## config.mk

```make
export PLATFORM = sky130hd
export DESIGN_NAME = mdioBridge
export DESIGN_NICKNAME = d
export VERILOG_FILES = /design/src/rtl/mdioBridgePkg.sv /design/src/rtl/mdioBridgeCtrl.sv /design/src/rtl/mdioBridgeData.sv /design/src/rtl/mdioBridge.sv
export SDC_FILE = /design/constraint.sdc
export NUM_CORES = 1
export LEC_CHECK = 0
export ABC_CLOCK_PERIOD_IN_PS = 3900
export BUFFER_PORTS_ARGS = -buffer_cell sky130_fd_sc_hd__buf_2
export CORE_ASPECT_RATIO = 0.75
export CORE_MARGIN = 4
export CORE_UTILIZATION = 50
export CTS_CLUSTER_SIZE = 20
export DETAILED_ROUTE_END_ITERATION = 8
export PLACE_DENSITY_LB_ADDON = 0.25
export SLEW_MARGIN = 20
export SYNTH_ARGS = -nofsm -noshare
export SYNTH_HDL_FRONTEND = slang
export SYNTH_HIERARCHICAL = 1
export SYNTH_SLANG_ARGS = --single-unit
```

## constraint.sdc

```tcl
create_clock -name clk -period 3.9 [get_ports clk]
set_input_delay 0.585 -clock clk [delete_from_list [all_inputs] [get_ports clk]]
set_output_delay 0.585 -clock clk [all_outputs]
set_load 0.02 [all_outputs]
```

## src/rtl/mdioBridgePkg.sv

```systemverilog
package mdioBridgePkg;

  // frame kind carried in PHY address bits 4:3
  typedef enum logic [1:0] {
    KIND_PHY  = 2'd0,
    KIND_RSVD = 2'd1,
    KIND_REG  = 2'd2,
    KIND_PAGE = 2'd3
  } frameKindT;

  // strobes from control to datapath
  typedef struct packed {
    logic capture;    // latch frame fields
    logic loadPage;   // page <= frame data
    logic stageHigh;  // staged upper half <= frame data
    logic outHigh;    // return kept upper half
    logic outZero;    // return zero
    logic regTake;    // internal handshake done
    logic phyTake;    // PHY handshake done
  } bridgeStrobeT;

endpackage

```

## src/rtl/mdioBridgeCtrl.sv

```systemverilog
module mdioBridgeCtrl
  import mdioBridgePkg::*;
(
  input  logic         clk,
  input  logic         rstN,
  input  logic         frmValid,
  input  logic         frmWrite,
  input  logic [1:0]   frmKindBits,
  input  logic         frmUpperHalf,
  input  logic         regReady,
  input  logic         phyReady,
  output bridgeStrobeT strb,
  output logic         regValid,
  output logic         phyValid,
  output logic         frmDone,
  output logic         busy
);

  typedef enum logic [1:0] {S_IDLE, S_REG, S_PHY, S_DONE} stateT;

  stateT     state, stateNext;
  frameKindT kind;

  assign kind = frameKindT'(frmKindBits);

  always_comb begin
    strb      = '0;
    stateNext = state;
    unique case (state)
      S_IDLE: begin
        if (frmValid) begin
          strb.capture = 1'b1;
          unique case (kind)
            KIND_PAGE: begin
              strb.loadPage = frmWrite;
              strb.outZero  = 1'b1;
              stateNext     = S_DONE;
            end
            KIND_REG: begin
              if (frmUpperHalf && frmWrite) begin
                strb.stageHigh = 1'b1;
                strb.outZero   = 1'b1;
                stateNext      = S_DONE;
              end else if (frmUpperHalf) begin
                strb.outHigh = 1'b1;
                stateNext    = S_DONE;
              end else begin
                stateNext = S_REG;
              end
            end
            KIND_PHY: stateNext = S_PHY;
            default: begin
              strb.outZero = 1'b1;
              stateNext    = S_DONE;
            end
          endcase
        end
      end
      S_REG: begin
        if (regReady) begin
          strb.regTake = 1'b1;
          stateNext    = S_DONE;
        end
      end
      S_PHY: begin
        if (phyReady) begin
          strb.phyTake = 1'b1;
          stateNext    = S_DONE;
        end
      end
      default: stateNext = S_IDLE;
    endcase
  end

  always_ff @(posedge clk or negedge rstN) begin
    if (!rstN) state <= S_IDLE;
    else       state <= stateNext;
  end

  assign regValid = (state == S_REG);
  assign phyValid = (state == S_PHY);
  assign frmDone  = (state == S_DONE);
  assign busy     = (state != S_IDLE);

endmodule

```

## src/rtl/mdioBridgeData.sv

```systemverilog
module mdioBridgeData
  import mdioBridgePkg::*;
#(
  parameter int PAGE_BITS = 10,
  parameter int HALF_W    = 16,
  parameter int LOCAL_W   = 3,
  parameter int REG_W     = 5,
  localparam int WORD_W   = 2 * HALF_W,
  localparam int ADDR_W   = PAGE_BITS + LOCAL_W + REG_W + 1
)(
  input  logic               clk,
  input  logic               rstN,
  input  bridgeStrobeT       strb,
  input  logic               frmWrite,
  input  logic [LOCAL_W-1:0] frmLocal,
  input  logic [REG_W-1:0]   frmRegAddr,
  input  logic [HALF_W-1:0]  frmWdata,
  input  logic [WORD_W-1:0]  regRdata,
  input  logic [HALF_W-1:0]  phyRdata,
  output logic [HALF_W-1:0]  frmRdata,
  output logic               regWrite,
  output logic [ADDR_W-1:0]  regAddr,
  output logic [WORD_W-1:0]  regWdata,
  output logic               phyWrite,
  output logic [LOCAL_W-1:0] phyAddr,
  output logic [REG_W-1:0]   phyReg,
  output logic [HALF_W-1:0]  phyWdata
);

  logic                 latWrite;
  logic [LOCAL_W-1:0]   latLocal;
  logic [REG_W-1:0]     latReg;
  logic [HALF_W-1:0]    latData;
  logic [PAGE_BITS-1:0] pageSel;
  logic [HALF_W-1:0]    stagedHigh;
  logic [HALF_W-1:0]    keptHigh;
  logic [HALF_W-1:0]    outData;

  always_ff @(posedge clk or negedge rstN) begin
    if (!rstN) begin
      latWrite <= 1'b0;
      latLocal <= '0;
      latReg   <= '0;
      latData  <= '0;
    end else if (strb.capture) begin
      latWrite <= frmWrite;
      latLocal <= frmLocal;
      latReg   <= frmRegAddr;
      latData  <= frmWdata;
    end
  end

  always_ff @(posedge clk or negedge rstN) begin
    if (!rstN)              pageSel <= '0;
    else if (strb.loadPage) pageSel <= frmWdata[PAGE_BITS-1:0];
  end

  always_ff @(posedge clk or negedge rstN) begin
    if (!rstN)               stagedHigh <= '0;
    else if (strb.stageHigh) stagedHigh <= frmWdata;
  end

  always_ff @(posedge clk or negedge rstN) begin
    if (!rstN) begin
      keptHigh <= '0;
      outData  <= '0;
    end else begin
      if (strb.outZero) outData <= '0;
      if (strb.outHigh) outData <= keptHigh;
      if (strb.regTake) begin
        if (latWrite) begin
          outData <= '0;
        end else begin
          outData  <= regRdata[HALF_W-1:0];
          keptHigh <= regRdata[WORD_W-1:HALF_W];
        end
      end
      if (strb.phyTake) outData <= latWrite ? '0 : phyRdata;
    end
  end

  // word address: half select dropped, byte bits 1:0 forced to zero
  assign regAddr  = {pageSel, latLocal, latReg[REG_W-1:1], 2'b00};
  assign regWrite = latWrite;
  assign regWdata = {stagedHigh, latData};
  assign phyWrite = latWrite;
  assign phyAddr  = latLocal;
  assign phyReg   = latReg;
  assign phyWdata = latData;
  assign frmRdata = outData;

endmodule

```

## src/rtl/mdioBridge.sv

```systemverilog
module mdioBridge
  import mdioBridgePkg::*;
#(
  parameter int PAGE_BITS = 10,
  parameter int HALF_W    = 16,
  localparam int LOCAL_W  = 3,
  localparam int REG_W    = 5,
  localparam int WORD_W   = 2 * HALF_W,
  localparam int ADDR_W   = PAGE_BITS + LOCAL_W + REG_W + 1
)(
  input  logic               clk,
  input  logic               rstN,
  input  logic               frmValid,
  input  logic               frmWrite,
  input  logic [4:0]         frmPhyAddr,
  input  logic [REG_W-1:0]   frmRegAddr,
  input  logic [HALF_W-1:0]  frmWdata,
  output logic               frmDone,
  output logic [HALF_W-1:0]  frmRdata,
  output logic               regValid,
  output logic               regWrite,
  output logic [ADDR_W-1:0]  regAddr,
  output logic [WORD_W-1:0]  regWdata,
  input  logic               regReady,
  input  logic [WORD_W-1:0]  regRdata,
  output logic               phyValid,
  output logic               phyWrite,
  output logic [LOCAL_W-1:0] phyAddr,
  output logic [REG_W-1:0]   phyReg,
  output logic [HALF_W-1:0]  phyWdata,
  input  logic               phyReady,
  input  logic [HALF_W-1:0]  phyRdata
);

  bridgeStrobeT strb;
  logic         busy;

  mdioBridgeCtrl uCtrl (
    .clk          (clk),
    .rstN         (rstN),
    .frmValid     (frmValid),
    .frmWrite     (frmWrite),
    .frmKindBits  (frmPhyAddr[4:3]),
    .frmUpperHalf (frmRegAddr[0]),
    .regReady     (regReady),
    .phyReady     (phyReady),
    .strb         (strb),
    .regValid     (regValid),
    .phyValid     (phyValid),
    .frmDone      (frmDone),
    .busy         (busy)
  );

  mdioBridgeData #(
    .PAGE_BITS (PAGE_BITS),
    .HALF_W    (HALF_W),
    .LOCAL_W   (LOCAL_W),
    .REG_W     (REG_W)
  ) uData (
    .clk        (clk),
    .rstN       (rstN),
    .strb       (strb),
    .frmWrite   (frmWrite),
    .frmLocal   (frmPhyAddr[LOCAL_W-1:0]),
    .frmRegAddr (frmRegAddr),
    .frmWdata   (frmWdata),
    .regRdata   (regRdata),
    .phyRdata   (phyRdata),
    .frmRdata   (frmRdata),
    .regWrite   (regWrite),
    .regAddr    (regAddr),
    .regWdata   (regWdata),
    .phyWrite   (phyWrite),
    .phyAddr    (phyAddr),
    .phyReg     (phyReg),
    .phyWdata   (phyWdata)
  );

endmodule

```

==> impl_metrics.csv <==
group,metric,value,unit
outcome,outcome,"finished clean",
job,drv_cap,0,
cts,path_clk_slew,0.08,ns
timing,drv_slew,0,
die,placementRows,27,
die,die_x,108,um
logic_synthesis,netlist_instances,276,
logic_synthesis,ys.flop_type,"dfrtp_1",
final_layout,antenna_cells,0,
place,dp_slack,1.48,ns
cts,cts_setup_buffers,0,
timing,timing.final.ws_setup,1.45,ns
global_route,grt-ovfl-total,0,
route,avgRoutedWirePerCell,16.1,um
cts,clock_path_buffers,2,
final_layout,drive_gt1_share,61.2,%
timing,timing.final.crit_share,62.8,%
die,dieArea,8970,sq um
route,drcViolationCount,0,
final_layout,finalNetCount,507,
logic_synthesis,synth_area_leaders,"dfrtp_1 (57%), mux2_2 (20%), a22oi_1 (6.2%)",
setup_path,cp-start-kind,"flip-flop",
cts,cts_tree,"built",
place,port_buffers,173,
die,die_y,83.0,um
setup_path,required,4.16,ns
die,start_util,51.2,%
logic_synthesis,ys_warn_count,6,
power,finalPower,4.17,mW
setup_path,crit_arrival,2.71,ns
min_path,hold_class,"in2async",
logic_synthesis,synth_top_cell_by_area,"dfrtp_1",
final_layout,synthToLayoutAreaGrowth,25.3,%
setup_path,worstPathCellList,"inv_1 -> ha_1 -> and3_2 -> nor3b_1 -> and2b_1 -> a22oi_1 -> o21ai_0",
route,first_pass_iters,6,
timing,slew_headroom,39.2,%
global_route,grt_max_degree,86,
logic_synthesis,ys_types,30,
logic_synthesis,yosys.area.top_type_share,56.7,%
setup_path,cp-end-kind,"flip-flop",
route,first_iter_violations,119,
route,dr_total_vias,2692,
timing,setup_viol,0,
cts,clock-sinks,85,
final_layout,utilization,64.1,%
die,boundaryPins,176,
setup_path,critPathKind,"reg2reg",
power,p_leak,2.39,nW
logic_synthesis,seq_area_frac_synth,56.7,%
place,gp_congestion,0.721,
logic_synthesis,synth.cell_area,3750,sq um
route,viasPerCell,5.09,
logic_synthesis,async_flop_share,100,%
timing,hold_viol,0,
timing,timing.hold.ws,0.285,ns
global_route,grt_pass1_vias,2794,
route,ant_nets,0,
timing,worst_clock_skew,0.00616,ns
timing,tns,0,ns
global_route,grt.total_usage,19.3,%
timing,period_minus_slack,2.45,ns
setup_path,worst_path_largest_cell_delay,0.59,ns
setup_path,critPathSlowestCell,"and2b_1",
final_layout,fillCellCount,606,
timing,rsz0062_at_grt,"no",
setup_path,crit_family,"simple AND/OR/NAND/NOR gates",
cts,cts_root_buffer,"clkbuf_8",
setup_path,critPathBufInv,1,
place,hpwl,6.24,mm
route,drt_wl_total,8.50,mm
cts,cts_resized,0,
global_route,grt_pass1_wl,13.7,mm
die,coreArea,7330,sq um
global_route,grt_antenna_before_repair,0,
cts,cts_htree_levels,3,
setup_path,crit_fanout,15,
cts,hold_buffers,0,
timing,fmax,409,MHz
cts,cts_made_buffers,9,
timing,tightest_slew,0.906,ns
logic_synthesis,synth_edf_count,0,
logic_synthesis,ys_seq_elements,85,
power,peakVddDrop,0.460,mV
power,powerDensity,887,nW/um^2
logic_synthesis,avgSynthCellArea,13.6,sq um
cts,insertion_delay,0.34,ns
## synth_stat cells, types with 4 or more instances
| master | number |
|---|---|
| dfrtp_1 | 85 |
| mux2_2 | 65 |
| a22oi_1 | 31 |
| buf_4 | 28 |
| buf_2 | 8 |
| o21ai_0 | 8 |
| o21ai_1 | 7 |
| inv_1 | 6 |
| buf_6 | 4 |
| ha_1 | 4 |
| mux2_1 | 4 |
| nor2_1 | 4 |
## path summary, 6_finish.rpt
check / start / to / slack (ns) / cells past startpoint
min in group clk: regRdata[30] / uData/keptHigh[14] / 0.45 / 2
max in group asynchronous: rstN / uData/stagedHigh[14] / 3.11 / 1
worst min register to register: uData/keptHigh[14] / uData/keptHigh[14] / 0.49 / 1
worst max register to register: uCtrl/state[0] / uData/frmRdata[8] / 1.45 / 7
worst min-delay path: rstN / uData/frmRdata[5] / 0.29 / 1
worst max-delay path: uCtrl/state[0] / uData/frmRdata[8] / 1.45 / 7
## stage by stage
stage          instance area, sq um  std cells
2_1_floorplan                  3760        277
3_3_place_gp                   4480        513
3_5_place_dp                   4480        513
4_1_cts                        4700        529
5_1_grt                        4700        529
6_report                       4700        529
## kinds of logic (layout without fill, tap and decap cells)
family | after synthesis | after routing | share of synthesized area (%)
mux | 69 | 69 | 20.7
simple gates | 19 | 19 | 3.30
buf+inv | 47 | 198 | 8.57
flops | 85 | 85 | 56.7
fa+ha+maj | 4 | 4 | 1.33
compound gates | 51 | 51 | 9.30
other cells | 1 | 2 | 0.0999
## layout by cell type (no fill, tap or decap), types with 4 or more instances in the layout
cell type | netlist | final
a22oi_1 | 31 | 31
buf_2 | 8 | 172
clkbuf_8 | 0 | 12
dfrtp_1 | 85 | 85
ha_1 | 4 | 4
inv_1 | 6 | 6
mux2_1 | 4 | 4
mux2_2 | 65 | 65
o21ai_0 | 8 | 8
o21ai_1 | 7 | 7
## flip-flops by register name, summed over array words and instances, names as in the netlist
register,count
uData/phyWdata,16
uData/stagedHigh,16
uData/phyAddr,3
uData/phyWrite,1
uData/keptHigh,16
uCtrl/state,2
uData/pageSel,10
uData/frmRdata,16
uData/phyReg,5
## report_power, final
| part | switching (mW) | internal (mW) |
|---|---|---|
| clock network | 0.309 | 0.351 |
| logic | 1.15 | 0.793 |
| registers | 0.248 | 1.32 |
| total | 1.71 | 2.46 |
## routing by layer
layer | share of wire [%] | vias up | GRT usage (%)
li1 | - | 1261 | -
met1 | 41 | 1308 | 24.2
met2 | 49 | 108 | 31.8
met3 | 8.6 | 15 | 6.53
met4 | 1.5 | 0 | 5.50
met5 | 0 | - | 0
## final cells by class
| cell class | instances | area [sq um] | share of cell area (%) |
|---|---|---|---|
| sequential | 85 | 2130 | 45.2 |
| multi-input combinational | 145 | 1310 | 27.9 |
| timing repair buffer | 176 | 895 | 19.0 |
| clock buffer | 12 | 165 | 3.51 |
| tap | 101 | 126 | 2.69 |
| clock inverter | 4 | 55.1 | 1.17 |
| inverter | 6 | 22.5 | 0.479 |
Power figures use the tool's default switching activity.
